File: config.mk
export PLATFORM = sky130hd
export DESIGN_NAME = serial_rx_status
export DESIGN_NICKNAME = d
export VERILOG_FILES = /design/src/rtl/rx_pkg.sv /design/src/rtl/rx_frame.sv /design/src/rtl/rx_tag_fifo.sv /design/src/rtl/rx_line_status.sv /design/src/rtl/serial_rx_status.sv
export SDC_FILE = /design/constraint.sdc
export NUM_CORES = 1
export LEC_CHECK = 0
export ABC_AREA = 1
export CAP_MARGIN = 20
export CORE_MARGIN = 10
export CORE_UTILIZATION = 23
export DETAILED_ROUTE_END_ITERATION = 7
export SLEW_MARGIN = 20
export SYNTH_ARGS = -nofsm -noshare
export SYNTH_HDL_FRONTEND = slang
export SYNTH_SLANG_ARGS = --single-unit
File: constraint.sdc
create_clock -name clk_i -period 4.81 [get_ports clk_i]
set_input_delay 0.962 -clock clk_i [delete_from_list [all_inputs] [get_ports clk_i]]
set_output_delay 0.962 -clock clk_i [all_outputs]
set_load 0.01 [all_outputs]
File: src/rtl/rx_pkg.sv
package rx_pkg;
  typedef struct packed {
    logic brk;
    logic ferr;
    logic perr;
  } rx_tag_t;

  typedef enum logic [2:0] {
    ST_IDLE, ST_START, ST_DATA, ST_PAR, ST_STOP, ST_HOLD, ST_MARK
  } rx_st_e;
endpackage

File: src/rtl/rx_frame.sv
module rx_frame
  import rx_pkg::*;
#(
  parameter int OVS = 16,
  parameter int DW  = 8
) (
  input  logic          clk_i,
  input  logic          rst_ni,
  input  logic          tick_i,
  input  logic          rx_i,
  input  logic [1:0]    len_sel_i,
  input  logic          par_en_i,
  input  logic          par_even_i,
  input  logic          stop2_i,
  output logic          push_o,
  output logic [DW-1:0] push_data_o,
  output rx_tag_t       push_tag_o
);
  localparam int CW  = $clog2(OVS);
  localparam int BW  = $clog2(DW);
  localparam int MID = OVS / 2 - 1;
  localparam int LCW = $clog2((DW + 4) * OVS + 1);

  rx_st_e         st_q;
  logic [CW-1:0]  cnt_q;
  logic [BW-1:0]  bit_q;
  logic [DW-1:0]  dat_q;
  logic           zero_q, perr_q;
  logic [LCW-1:0] low_q;

  logic [BW:0]    nbits;
  logic           last_bit, exp_par, at_end, at_mid;
  logic [LCW-1:0] frame_len;

  assign nbits     = (BW+1)'(5) + (BW+1)'(len_sel_i);
  assign last_bit  = (bit_q == BW'(nbits - 1'b1));
  assign exp_par   = par_even_i ? ^dat_q : ~^dat_q;
  assign at_end    = (cnt_q == CW'(OVS - 1));
  assign at_mid    = (cnt_q == CW'(MID));
  assign frame_len = LCW'((32'd2 + 32'(nbits) + 32'(par_en_i) + 32'(stop2_i)) * OVS);

  // consecutive low ticks, saturating
  always_ff @(posedge clk_i or negedge rst_ni) begin
    if (!rst_ni) low_q <= '0;
    else if (tick_i) begin
      if (rx_i) low_q <= '0;
      else if (low_q != '1) low_q <= low_q + 1'b1;
    end
  end

  always_ff @(posedge clk_i or negedge rst_ni) begin
    if (!rst_ni) begin
      st_q        <= ST_IDLE;
      cnt_q       <= '0;
      bit_q       <= '0;
      dat_q       <= '0;
      zero_q      <= 1'b1;
      perr_q      <= 1'b0;
      push_o      <= 1'b0;
      push_data_o <= '0;
      push_tag_o  <= '0;
    end else begin
      push_o <= 1'b0;
      if (tick_i) begin
        unique case (st_q)
          ST_IDLE: begin
            if (!rx_i) begin
              st_q   <= ST_START;
              cnt_q  <= '0;
              bit_q  <= '0;
              dat_q  <= '0;
              zero_q <= 1'b1;
              perr_q <= 1'b0;
            end
          end
          ST_START: begin
            if (at_mid) begin
              cnt_q <= '0;
              st_q  <= rx_i ? ST_IDLE : ST_DATA;
            end else cnt_q <= cnt_q + 1'b1;
          end
          ST_DATA: begin
            if (at_end) begin
              cnt_q        <= '0;
              dat_q[bit_q] <= rx_i;
              zero_q       <= zero_q & ~rx_i;
              if (last_bit) st_q <= par_en_i ? ST_PAR : ST_STOP;
              else bit_q <= bit_q + 1'b1;
            end else cnt_q <= cnt_q + 1'b1;
          end
          ST_PAR: begin
            if (at_end) begin
              cnt_q  <= '0;
              perr_q <= (rx_i != exp_par);
              zero_q <= zero_q & ~rx_i;
              st_q   <= ST_STOP;
            end else cnt_q <= cnt_q + 1'b1;
          end
          ST_STOP: begin
            if (at_end) begin
              cnt_q <= '0;
              if (rx_i) begin
                push_o      <= 1'b1;
                push_data_o <= dat_q;
                push_tag_o  <= '{brk: 1'b0, ferr: 1'b0, perr: perr_q};
                st_q        <= ST_IDLE;
              end else if (zero_q) begin
                st_q <= ST_HOLD;
              end else begin
                // low stop taken as the next start bit, re-checked next tick
                push_o      <= 1'b1;
                push_data_o <= dat_q;
                push_tag_o  <= '{brk: 1'b0, ferr: 1'b1, perr: perr_q};
                st_q        <= ST_START;
                cnt_q       <= CW'(MID);
                bit_q       <= '0;
                dat_q       <= '0;
                zero_q      <= 1'b1;
                perr_q      <= 1'b0;
              end
            end else cnt_q <= cnt_q + 1'b1;
          end
          ST_HOLD: begin
            if (rx_i) begin
              push_o      <= 1'b1;
              push_data_o <= '0;
              push_tag_o  <= '{brk: 1'b0, ferr: 1'b1, perr: perr_q};
              st_q        <= ST_IDLE;
            end else if (low_q >= frame_len - 1'b1) begin
              push_o      <= 1'b1;
              push_data_o <= '0;
              push_tag_o  <= '{brk: 1'b1, ferr: 1'b0, perr: 1'b0};
              st_q        <= ST_MARK;
              cnt_q       <= '0;
            end
          end
          ST_MARK: begin
            if (!rx_i) cnt_q <= '0;
            else if (at_mid) begin
              cnt_q <= '0;
              st_q  <= ST_IDLE;
            end else cnt_q <= cnt_q + 1'b1;
          end
          default: st_q <= ST_IDLE;
        endcase
      end
    end
  end
endmodule

File: src/rtl/rx_tag_fifo.sv
module rx_tag_fifo
  import rx_pkg::*;
#(
  parameter int DEPTH = 16,
  parameter int DW    = 8
) (
  input  logic          clk_i,
  input  logic          rst_ni,
  input  logic          hold_mode_i,
  input  logic          push_i,
  input  logic [DW-1:0] data_i,
  input  rx_tag_t       tag_i,
  input  logic          pop_i,
  output logic          empty_o,
  output logic          ovf_o,
  output logic [DW-1:0] head_data_o,
  output rx_tag_t       head_tag_o,
  output logic          err_any_o
);
  localparam int AW   = $clog2(DEPTH);
  localparam int CNTW = AW + 1;

  typedef struct packed {
    rx_tag_t       tag;
    logic [DW-1:0] data;
  } ent_t;

  ent_t            mem_q [DEPTH];
  logic [AW-1:0]   wp_q, rp_q;
  logic [CNTW-1:0] cnt_q, ecnt_q;
  logic            full, acc, pop_ok;

  assign full    = hold_mode_i ? (cnt_q != '0) : (cnt_q == CNTW'(DEPTH));
  assign acc     = push_i & ~full;
  assign empty_o = (cnt_q == '0);
  assign pop_ok  = pop_i & ~empty_o;
  assign ovf_o   = push_i & full;

  assign head_data_o = mem_q[rp_q].data;
  assign head_tag_o  = mem_q[rp_q].tag;
  assign err_any_o   = (ecnt_q != '0);

  function automatic logic [AW-1:0] nxt(input logic [AW-1:0] p);
    return (p == AW'(DEPTH - 1)) ? '0 : p + 1'b1;
  endfunction

  always_ff @(posedge clk_i) begin
    if (acc) mem_q[wp_q] <= '{tag: tag_i, data: data_i};
  end

  always_ff @(posedge clk_i or negedge rst_ni) begin
    if (!rst_ni) begin
      wp_q   <= '0;
      rp_q   <= '0;
      cnt_q  <= '0;
      ecnt_q <= '0;
    end else begin
      if (acc)    wp_q <= nxt(wp_q);
      if (pop_ok) rp_q <= nxt(rp_q);
      cnt_q  <= cnt_q + CNTW'(acc) - CNTW'(pop_ok);
      ecnt_q <= ecnt_q + CNTW'(acc & (|tag_i)) - CNTW'(pop_ok & (|head_tag_o));
    end
  end
endmodule

File: src/rtl/rx_line_status.sv
module rx_line_status
  import rx_pkg::*;
(
  input  logic    clk_i,
  input  logic    rst_ni,
  input  logic    fifo_mode_i,
  input  logic    lsr_rd_i,
  input  logic    irq_en_i,
  input  logic    empty_i,
  input  logic    pop_i,
  input  rx_tag_t head_tag_i,
  input  logic    ovf_i,
  input  logic    err_any_i,
  output logic    rep_o,
  output logic    oe_o,
  output logic    pe_o,
  output logic    fe_o,
  output logic    bi_o,
  output logic    fifo_err_o,
  output logic    irq_o
);
  logic seen_q, keep;

  // head tags are merged once, the first cycle the head is visible
  assign rep_o = ~empty_i & ~seen_q;
  assign keep  = ~lsr_rd_i;

  always_ff @(posedge clk_i or negedge rst_ni) begin
    if (!rst_ni) begin
      seen_q     <= 1'b0;
      oe_o       <= 1'b0;
      pe_o       <= 1'b0;
      fe_o       <= 1'b0;
      bi_o       <= 1'b0;
      fifo_err_o <= 1'b0;
      irq_o      <= 1'b0;
    end else begin
      seen_q     <= (pop_i | empty_i) ? 1'b0 : (seen_q | rep_o);
      oe_o       <= (oe_o & keep) | ovf_i;
      pe_o       <= (pe_o & keep) | (rep_o & head_tag_i.perr);
      fe_o       <= (fe_o & keep) | (rep_o & head_tag_i.ferr);
      bi_o       <= (bi_o & keep) | (rep_o & head_tag_i.brk);
      fifo_err_o <= fifo_mode_i & (err_any_i | (fifo_err_o & keep));
      irq_o      <= irq_en_i & (((oe_o & keep) | ovf_i) |
                               ((pe_o & keep) | (rep_o & head_tag_i.perr)) |
                               ((fe_o & keep) | (rep_o & head_tag_i.ferr)) |
                               ((bi_o & keep) | (rep_o & head_tag_i.brk)));
    end
  end
endmodule

File: src/rtl/serial_rx_status.sv
module serial_rx_status
  import rx_pkg::*;
#(
  parameter int OVS   = 16,
  parameter int DW    = 8,
  parameter int DEPTH = 16,
  parameter int SYNC  = 2
) (
  input  logic          clk_i,
  input  logic          rst_ni,
  input  logic          rx_i,
  input  logic          tick_i,
  input  logic [1:0]    len_sel_i,
  input  logic          par_en_i,
  input  logic          par_even_i,
  input  logic          stop2_i,
  input  logic          fifo_mode_i,
  input  logic          lsi_en_i,
  input  logic          lsr_rd_i,
  input  logic          rd_data_i,
  output logic [DW-1:0] rx_data_o,
  output logic          data_ready_o,
  output logic          overrun_o,
  output logic          parity_err_o,
  output logic          framing_err_o,
  output logic          break_o,
  output logic          fifo_err_o,
  output logic          lsi_irq_o
);
  logic [SYNC-1:0] sync_q;
  logic            rx_s;
  logic            frm_push;
  logic [DW-1:0]   frm_data;
  rx_tag_t         frm_tag;
  logic            fifo_empty, fifo_ovf, err_any, pop_ok, stat_rep;
  rx_tag_t         head_tag;

  always_ff @(posedge clk_i or negedge rst_ni) begin
    if (!rst_ni) sync_q <= '1;
    else         sync_q <= {sync_q[SYNC-2:0], rx_i};
  end
  assign rx_s = sync_q[SYNC-1];

  rx_frame #(.OVS(OVS), .DW(DW)) u_frm (
    .clk_i      (clk_i),
    .rst_ni     (rst_ni),
    .tick_i     (tick_i),
    .rx_i       (rx_s),
    .len_sel_i  (len_sel_i),
    .par_en_i   (par_en_i),
    .par_even_i (par_even_i),
    .stop2_i    (stop2_i),
    .push_o     (frm_push),
    .push_data_o(frm_data),
    .push_tag_o (frm_tag)
  );

  rx_tag_fifo #(.DEPTH(DEPTH), .DW(DW)) u_fifo (
    .clk_i      (clk_i),
    .rst_ni     (rst_ni),
    .hold_mode_i(~fifo_mode_i),
    .push_i     (frm_push),
    .data_i     (frm_data),
    .tag_i      (frm_tag),
    .pop_i      (rd_data_i),
    .empty_o    (fifo_empty),
    .ovf_o      (fifo_ovf),
    .head_data_o(rx_data_o),
    .head_tag_o (head_tag),
    .err_any_o  (err_any)
  );

  assign pop_ok       = rd_data_i & ~fifo_empty;
  assign data_ready_o = ~fifo_empty;

  rx_line_status u_stat (
    .clk_i      (clk_i),
    .rst_ni     (rst_ni),
    .fifo_mode_i(fifo_mode_i),
    .lsr_rd_i   (lsr_rd_i),
    .irq_en_i   (lsi_en_i),
    .empty_i    (fifo_empty),
    .pop_i      (pop_ok),
    .head_tag_i (head_tag),
    .ovf_i      (fifo_ovf),
    .err_any_i  (err_any),
    .rep_o      (stat_rep),
    .oe_o       (overrun_o),
    .pe_o       (parity_err_o),
    .fe_o       (framing_err_o),
    .bi_o       (break_o),
    .fifo_err_o (fifo_err_o),
    .irq_o      (lsi_irq_o)
  );
endmodule

Word-level counts from Yosys, hierarchy flattened
Memory sizes are Yosys's and may differ from the RTL's.
Index checks and enable logic that the tools add are counted.
- flip-flop bits (word level): 67
- latch bits: 0
- RAM bits: 176
- bits in read-only memories: 0
- input bits: 13
- output and inout bits: 15
- logic and storage cells: 208
- memories: 1
- memories (name ; depth ; width ; read ports ; clocked after memory_dff ; wr ports ; RTL line ; source):
    u_fifo.mem_q ; 16 ; 11 ; 1 ; 0 ; 1 ; rx_tag_fifo.sv:28 ; ent_t mem_q [DEPTH];
- add/subtract/negate cells: 15
- multiply operators: 0
- div/mod/pow operators: 0
- order comparisons: 3
- eq/ne operators: 30
- shifts and indexed selects: 0
- mux-type cells: 79
- bitwise logic cells: 32
- reduce and logical (&&, ||, !) cells: 24
- operators with widths (operator ; number):
    $mux 8 ; 12
    $mux 3 ; 25
    $mux 4 ; 10
    $pmux 4 s6 ; 1
    $pmux 8 s3 ; 1
    $pmux 3 s7 ; 1
    $mux 1 ; 20
    $and 1x1->1 ; 17
    $ne 2x1->1 const B ; 8
    $pmux 8 s2 ; 1
    $reduce_and 7->1 ; 2
    $add 4x1->4 const B ; 3
    $eq 4x4->1 const B ; 3
    $ne 2x2->1 const B ; 6
    $or 1x1->1 ; 10
    $reduce_and 10->1 ; 1
    $reduce_and 5->1 ; 2
    $reduce_bool 5->1 ; 2
    $eq 3x3->1 const B ; 3
    $pmux 3 s3 ; 1
    $reduce_bool 3->1 ; 3
    $add 4x1->4 ; 2
    $add 8x1->8 const B ; 1
    $bwmux 8 ; 1
    39 further kinds ; 47

Longest topological paths before layout
Gate-level depths: netlist of the first run.
- depth after elaboration: 10
- depth in mapped cells: 19
- gate-level depth less buffers: 18

Modules after synthesis
Synthesis of the first run repeated with hierarchy kept, for this count alone.
- cells, all modules: 1153
- area, all modules: 11651.2 um^2
- modules (own cells, without submodules) (module ; instances ; cells an instance ; area each (um^2) ; seq. area each (um^2)):
    rx_tag_fifo ; 1 ; 675 ; 8276.7 ; 5735.5
    rx_frame ; 1 ; 443 ; 3010.4 ; 1002.2
    rx_line_status ; 1 ; 29 ; 294.0 ; 175.2
    serial_rx_status ; 1 ; 6 ; 70.1 ; 52.6

Worst setup path before layout of the first run
OpenSTA, ideal clock, no wires.
- kind: input to register
- start: in len_sel_i[0]
- end: reg u_frm.push_data_o[1]
- setup time: 95 ps
- arrival time: 3222 ps
- data required time: 4715 ps
- slack: 1493 ps
- stages on the path: 19
- buffers on the path: 1
- path through: inv_1 ha_1 inv_1 ha_1 xnor2_1 nand3_1 xor2_1 inv_1 ha_1 nand2_1 inv_1 o21ai_0 nand3_1 nor2_1 nor2_4 inv_4 buf_6 nand2_1 o31ai_1
- cells in the longest elaborated chain, start to end: 8
- ends and longest elaborated chain (what ; RTL line ; source):
    start, declared ; serial_rx_status.sv:13 ; input logic [1:0] len_sel_i,
    $add 3x2->4 ; rx_frame.sv:35 ; assign nbits = (BW+1)'(5) + (BW+1)'(len_sel_i);
    $add 2x4->4 ; rx_frame.sv:40 ; assign frame_len = LCW'((32'd2 + 32'(nbits) + 32'(par_en_i) + 32'(stop2_i)) * OVS);
    $add 4x1->4 (2 in series) ; rx_frame.sv:40 ;
    $sub 8x1->8 ; rx_frame.sv:129 ; end else if (low_q >= frame_len - 1'b1) begin
    $ge 8x8->1 ; rx_frame.sv:129 ;
    $ne 3x2->1 (no line) ; -- ;
    $reduce_and 5->1 (no line) ; -- ;
    end signal, assigned ; rx_frame.sv:104 ; push_data_o <= dat_q;
    end signal, assigned ; rx_frame.sv:112 ; push_data_o <= dat_q;
    end, declared ; rx_frame.sv:16 ; output logic [DW-1:0] push_data_o,
No other way between the ends.
A chain may end at the register's enable or synchronous reset.

Worst setup path after layout of the first run
- start: reg u_fifo.rp_q[0]
- end: out rx_data_o[5]
- cells in the longest elaborated chain, start to end: 1
- ends and longest elaborated chain (what ; RTL line ; source):
    start, declared ; rx_tag_fifo.sv:29 ; logic [AW-1:0] wp_q, rp_q;
    start signal, assigned ; rx_tag_fifo.sv:59 ; if (pop_ok) rp_q <= nxt(rp_q);
    $mem_v2 16x11 ; -- ;
    end, declared ; serial_rx_status.sv:21 ; output logic [DW-1:0] rx_data_o,
No other way between the ends.

==> results of run 1 <==
per-layer routing:
metal	part of all wire, %	wire length (µm)	vias up	track usage [%]
li1	-	-	3670	-
met1	44	11000	3705	10.6
met2	49	12200	159	15.1
met3	3.9	969	41	0.973
met4	2.7	681	0	3.47
met5	0	0	-	0
cells by family after synthesis:
| family | Yosys count |
|---|---|
| XOR/XNOR | 30 |
| AO/OA/AOI/OAI | 171 |
| buffers and inverters | 168 |
| flip-flops | 243 |
| AND/OR/NAND/NOR | 412 |
| adder cells (fa/ha/maj) | 33 |
stage by stage:
stage / hold slack, ns / setup slack [ns] / power [mW]
finish: 0.362 / 0.780 / 6.82
detailed placement: 0.349 / 0.706 / 4.84
floorplan: 0.345 / 1.49 / 4.16
global placement: 0.347 / 0.766 / 4.79
global route: 0.365 / 0.628 / 7.27
CTS: 0.366 / 0.768 / 6.91
cell type report:
type | count | area, µm² | share of cell area [%]
repair buffers | 48 | 425 | 3.27
clock inverters | 19 | 181 | 1.39
multi-input cells | 646 | 3480 | 26.8
flip-flops and latches | 243 | 6970 | 53.6
clock buffers | 31 | 701 | 5.39
well taps | 615 | 769 | 5.92
inverters | 127 | 484 | 3.72
power groups by stage:
stage	Clock [mW]	Combinational (mW)	Sequential [mW]
finish	2.05	2.08	2.70
global route	2.18	2.35	2.73
CTS	2.09	2.11	2.70
detailed placement	0	2.10	2.74
global placement	0	2.06	2.74
floorplan	0	1.52	2.64
cell usage in the layout, fill, tap and decap left out, types with 20 or more instances in the layout:
cell	n
nand3_1	72
nor2_1	115
inv_1	117
edfxtp_1	176
buf_4	22
nand2_1	182
o21ai_0	96
ha_1	30
clkdlybuf4s50_1	26
xor2_1	20
clkbuf_16	27
dfrtp_1	63
worst paths after layout:
| check | endpoint | start | cells after the start |
|---|---|---|---|
| max in group asynchronous | u_fifo.rp_q[0] | rst_ni | 1 |
| hold reg to reg | sync_q[1] | sync_q[0] | 0 |
| setup reg to reg | u_fifo.ecnt_q[4] | u_fifo.rp_q[1] | 17 |
| setup / recovery | rx_data_o[5] | u_fifo.rp_q[0] | 6 |
| hold / removal | sync_q[1] | sync_q[0] | 0 |
| min in group asynchronous | u_frm.bit_q[2] | rst_ni | 1 |
flip-flops by register name, indices dropped and copies added (netlist names), 2 cells and up:
name	cells
u_fifo.mem_q	176
u_frm.push_tag_o	3
u_fifo.ecnt_q	5
u_frm.st_q	3
u_fifo.cnt_q	5
u_frm.bit_q	3
u_frm.push_data_o	8
sync_q	2
u_frm.low_q	8
u_frm.dat_q	8
u_frm.cnt_q	4
u_fifo.wp_q	4
u_fifo.rp_q	4
==> summary.txt, run 1 <==
Cells and area
  – Post-route core utilization: between 20% and 30%
  – Fill cells: 4939
  – Share of layout cells above drive strength 1: under 10%
  – Area Overhead vs Synth: 16.5%
  – Final Cell Area: between 0.01 and 0.015 mm²
  – Nets: approximately 1100
  – Final Non-Filler Cells: 1729
  – Ant diodes: 0

Worst setup path
  – CP Cell Sequence: buf_4 > o21ai_0 > o221ai_1 > nand3_1 > nand3_1 > clkdlybuf4s50_1
  – Buf+Inv Stages, Crit Path: 2
  – Crit path DAT: ~3 ns
  – Crit path max-delay family: buffers and inverters
  – Max FO, Critical Path: 90
  – CP endpoint kind: output pin
  – R2r setup slk: roughly 1.1 ns
  – Worst setup SP type: flip-flop
  – Max stage delay on crit path: roughly 0.72 ns
  – Critical path type: reg2out
  – Worst path required time: 3.85 ns
  – Most used cell along the critical path: nand3_1
  – Slowest CP cell: buf_4

Pwr
  – Peak VDD IR: around 0.28 mV
  – Leakage power: approximately 5 nW
  – Pwr dens: between 500 and 600 mW/mm²
  – Reg power frac: around two fifths
  – Gate power share: 30.5%
  – Sw power: 2.41 mW
  – Clock group share of total power: a little under a third
  – Switching fraction of total power: a little over a third
  – Power Internal: around 4.4 mW

Clock network
  – Clock Sinks: 243
  – Cts repair resizes: 0
  – Clk Latency, worst-skew pair: approximately 0.55 ns
  – Clk pin slew, worst setup/hold paths: 0.06 ns
  – Post CTS Setup Buffer Count: 0
  – Clock Tree Buf Depth: 3
  – CTS Hold Bufs: 0
  – Root Buffer: clkbuf_16
  – CTS tree: built
  – # H-tree levels: 1
  – Total CTS buffers: 27

Synthesis
  – Largest family of logic cells by synthesized area: simple AND/OR/NAND/NOR gates
  – Most common cell in the netlist: nand2_1
  – Xor-xnor portion of the synthesized cell area: 2.35%
  – Post-synth top flop: edfxtp_1
  – Adder-Cell Fraction of Synth Area: 3.90%
  – Multiplexer share of the synthesized area: 0%
  – Synth unique cells: 43
  – Synth top area share: 47.3%
  – Cell area after synthesis: roughly 0.011 mm²
  – Cell accounting for the most synthesized area: edfxtp_1
  – Simple-Gate Fraction of Synth Area: between 10% and 20%
  – Mapped Nets: 1103
  – Mean Syn Cell Area: roughly 11 µm²
  – Post-synth top cells: nand2_1 (182), edfxtp_1 (176), inv_1 (117), nor2_1 (115), o21ai_0 (96)
  – Synth async-reset ratio: 27.6%
  – Synth Area in Compound Gates: a little under 9%
  – Synth warnings: 0
  – Main area contributors after synthesis: edfxtp_1 (47%), dfrtp_1 (14%), nand2_1 (6.1%)
  – EDFF count, synth: approximately 180
  – Post-synthesis sequential area ratio: slightly above 60%
  – Syn Inst Count: between 1000 and 1500
  – FF+latch count, synth: roughly 240

Detailed routing
  – Via density: between 4 and 5
  – Via count: between 7000 and 8000
  – DRC errors left: 0
  – Total routed wirelength: roughly 25000 µm
  – First-iteration detailed-routing DRC count: roughly 520
  – Drt first pass iters: 5
  – Post-route ant nets: 0
  – Wirelength per Cell: about 14 µm

Timing
  – Final setup TNS: 0 ns
  – RSZ-0062 raised after global routing: false
  – Endpoints failing setup: 0
  – Final Max Tran Viols: 0
  – Clk_skew: 0.0110 ns
  – Worst slew pin tran: ~0.94 ns
  – Slew margin rel.: 37.1%
  – Final period utilization: 83.8%
  – Final Hold Violating Endpoints: 0
  – Minimum clock period: about 4.0 ns
  – Fmax: ~250 MHz

Die
  – Die area: 0.0578 mm²
  – Row Count: 80
  – Num ports: 28
  – Initial Util: about a quarter
  – Die Wd: ~240 µm
  – Core ar.: ~0.048 mm²
  – Chip height: about 240 µm

Job
  – MaxCap Viol Count: 0

Placed design
  – Dpl cell area: approximately 0.012 mm²
  – Post-DP HPWL: 15500 µm
  – Port bufs: 27
  – Dpl cells: about 1700
  – Gpl congestion: a little under 0.8

Global routing
  – First-pass GRT wire length: ~40000 µm
  – Initial antenna violation count: 0
  – Vias in the first global route: roughly 7400
  – Total gr overflow: 0
  – All-Layer GR Usage: between 8 and 9%
  – Largest net degree at the start of global routing: between 90 and 100

Worst hold path
  – Type of the most critical hold path: reg2reg

Status
  – Run status: finished clean
(Power assumes the default switching activity.)
==> run 2, diff against run 1 <==
Clock period 4.81 ns to 4 ns, I/O delays scaled along.
==> run 2 against run 1 <==
  * Flip-flop and latch count unchanged
  * Cell area is 0.61% higher
  * Routed wire length about the same
  * Non-clock buffer count grew 6
==> summary.txt, run 2 (synthesis results as in run 1) <==
Pwr
  – Leakage power: 5.02 nW (+1.0%)
  – Reg power frac: 38.3% (-1.3 points)
  – Power Internal: 5.35 mW (+21%)
  – Gate power share: 32.1% (+1.6 points)
  – Sw power: 2.93 mW (+22%)
  – Peak VDD IR: 0.328 mV (+18%)
  – Switching fraction of total power: 35.4% (+0.11 points)
  – Clock group share of total power: 29.6% (-0.4 points)
  – Pwr dens: 633 mW/mm² (+21%)

Cells and area
  – Max reg flops: 176 (unchanged)
  – Final Non-Filler Cells: 1734 (+0.29%)
  – Most frequent cells in the layout: nand2_1 (182), edfxtp_1 (176), inv_1 (117)
  – Nets: 1145 (+0.53%)
  – Fill cells: 4944 (+0.10%)
  – Share of layout cells above drive strength 1: 9.65% (+0.67 points)
  – Area Overhead vs Synth: 17.2%
  – Largest register by flop count: u_fifo.mem_q
  – Multi-input gate area: 0.00348 mm² (unchanged)
  – Ant diodes: 0 (unchanged)
  – Post-route core utilization: 27.4% (+0.16 points)
  – Register area: 0.00697 mm² (unchanged)
  – Most common cell after layout, fill and taps aside: nand2_1

Clock network
  – Root Buffer: clkbuf_16
  – Clock Tree Buf Depth: 3 (unchanged)
  – Clk Latency, worst-skew pair: 0.55 ns (about the same)
  – Post CTS Setup Buffer Count: 0 (unchanged)
  – Total CTS buffers: 27 (unchanged)
  – CTS tree: built
  – Clk pin slew, worst setup/hold paths: 0.06 ns (about the same)
  – CTS Hold Bufs: 0 (unchanged)
  – Cts repair resizes: 0 (unchanged)
  – # H-tree levels: 1 (unchanged)
  – Clock Sinks: 243 (unchanged)

Timing
  – Final period utilization: 92.5%
  – Worst slew pin tran: 0.897 ns (-0.0405 ns)
  – RSZ-0062 raised after global routing: false
  – Final Max Tran Viols: 0 (unchanged)
  – Final hold slack: 0.358 ns (-0.00435 ns)
  – Clk_skew: 0.00911 ns (-0.00186 ns)
  – Final Hold Violating Endpoints: 0 (unchanged)
  – Fmax: 270 MHz
  – Endpoints failing setup: 0 (unchanged)
  – Minimum clock period: approximately 3.7 ns
  – Slew margin rel.: 40.2% (+3.1 points)
  – Final setup TNS: 0 ns (unchanged)

Worst setup path
  – CP Cell Sequence: inv_4 > buf_4 > o21ai_0 > o221ai_1 > nand3_1 > nand3_1 > clkdlybuf4s50_1
  – Critical path type: reg2out
  – Max stage delay on crit path: 0.56 ns (-0.16 ns)
  – Worst setup SP type: flip-flop
  – Worst reg2reg path depth: 17 (unchanged)
  – Worst R2R Start: u_fifo.rp_q[1]
  – RR Endpoint: u_fifo.ecnt_q[4]
  – Crit path DAT: 2.90 ns (-0.17 ns)
  – CP endpoint kind: output pin
  – Most used cell along the critical path: nand3_1
  – Buf+Inv Stages, Crit Path: 3 (+1)
  – Slowest CP cell: clkdlybuf4s50_1
  – Max FO, Critical Path: 50 (-44%)
  – Crit path max-delay family: buffers and inverters
  – R2r setup slk: 0.70 ns (-0.42 ns)
  – Worst path required time: 3.20 ns (-0.65 ns)

Global routing
  – Vias in the first global route: 7459 (+0.30%)
  – First-pass GRT wire length: 40400 µm (+0.91%)
  – Initial antenna violation count: 0 (unchanged)
  – All-Layer GR Usage: 8.59% (-0.029 points)
  – Largest net degree at the start of global routing: 91 (unchanged)
  – Total gr overflow: 0 (unchanged)

Worst hold path
  – Type of the most critical hold path: reg2reg
  – Hold path depth: 0 (unchanged)
  – Hold endpoint: sync_q[1]
  – Hold_sp: sync_q[0]

Die
  – Num ports: 28 (unchanged)
  – Row Count: 80 (unchanged)
  – Chip height: 240 µm (unchanged)
  – Die area: 0.0578 mm² (unchanged)
  – Initial Util: 23.3% (unchanged)
  – Die Wd: 240 µm (unchanged)
  – Core ar.: 0.0478 mm² (unchanged)

Detailed routing
  – Post-route ant nets: 0 (unchanged)
  – Total routed wirelength: 24800 µm (about the same)
  – Via count: 7499 (-1.0%)
  – Wirelength per Cell: 14.3 µm (-0.33%)
  – First-iteration detailed-routing DRC count: 554 (+7.2%)
  – Drt first pass iters: 5 (unchanged)
  – Via density: 4.32 (-1.3%)
  – DRC errors left: 0 (unchanged)

Placed design
  – Dpl cells: 1685 (+0.36%)
  – Port bufs: 27 (unchanged)
  – Gpl congestion: 0.778 (+1.1%)
  – Post-DP HPWL: 15800 µm (+2.3%)

Job
  – MaxCap Viol Count: 0 (unchanged)

Status
  – Run status: finished clean
[run 2: cell count changes in the layout (fill, tap and decap cells not counted)]
cell and change:
clkinvlp_4 -1, buf_12 +2, bufinv_16 -2, buf_4 +4, inv_6 -2, inv_16 +1, clkbuf_16 +1, clkinv_2 +1
clkbuf_8 +4, clkinv_1 -3
[run 2: worst max-delay path by stage]
stage | startpoint | endpoint | slack, ns | depth (start not counted)
floorplan | len_sel_i[0] | u_frm.push_data_o[1] | 0.84 | 19
global placement | len_sel_i[0] | u_frm.push_data_o[4] | 0.12 | 19
detailed placement | len_sel_i[0] | u_frm.push_data_o[1] | 0.05 | 19
CTS | u_fifo.rp_q[0] | rx_data_o[3] | 0.24 | 7
global route | u_fifo.rp_q[0] | rx_data_o[3] | 0.11 | 7
finish | u_fifo.rp_q[0] | rx_data_o[3] | 0.30 | 7
[run 2: routing by layer]
metal,vias to the layer above,GRT usage [%],share of wire (%)
met5,-,0,0
met4,0,3.07,2.3
met3,30,1.02,4.5
met2,166,15.3,49
met1,3624,10.4,44
li1,3679,-,-
[run 2: power by group through the flow]
stage | sequential [mW] | combinational (mW) | clock [mW]
after floorplan | 3.17 | 1.83 | 0
after global placement | 3.21 | 2.63 | 0
after detailed placement | 3.22 | 2.69 | 0
after CTS | 3.17 | 2.70 | 2.51
after global routing | 3.20 | 3.00 | 2.62
final | 3.17 | 2.66 | 2.46
[run 2: worst register-to-register path, cell delays in order, from the launching register on]
cell and delay, ns:
dfrtp_1 0.35, clkinv_1 0.38, buf_12 0.34, nand3_1 0.12, nand2_1 0.06, nand2_1 0.11
nand2_1 0.07, inv_1 0.05, nand2_1 0.09, nor3_1 0.21, nor2_1 0.07, ha_1 0.29
inv_1 0.06, ha_1 0.17, inv_1 0.06, fa_1 0.40, o21ai_0 0.24, xor2_1 0.16
[run 2: layout make-up]
class,count,share of cell area [%]
well taps,615,5.88
inverters,127,3.70
flip-flops and latches,243,53.2
multi-input cells,646,26.6
clock inverters,13,0.841
repair buffers,54,3.79
clock buffers,36,5.97
[run 2: through the flow]
step / setup WS [ns] / instance area, µm² / total power, mW
finish: 0.299 / 13100 / 8.28
floorplan: 0.845 / 11200 / 5.00
global placement: 0.124 / 12200 / 5.85
CTS: 0.242 / 13100 / 8.38
global route: 0.107 / 13100 / 8.82
detailed placement: 0.0537 / 12200 / 5.91
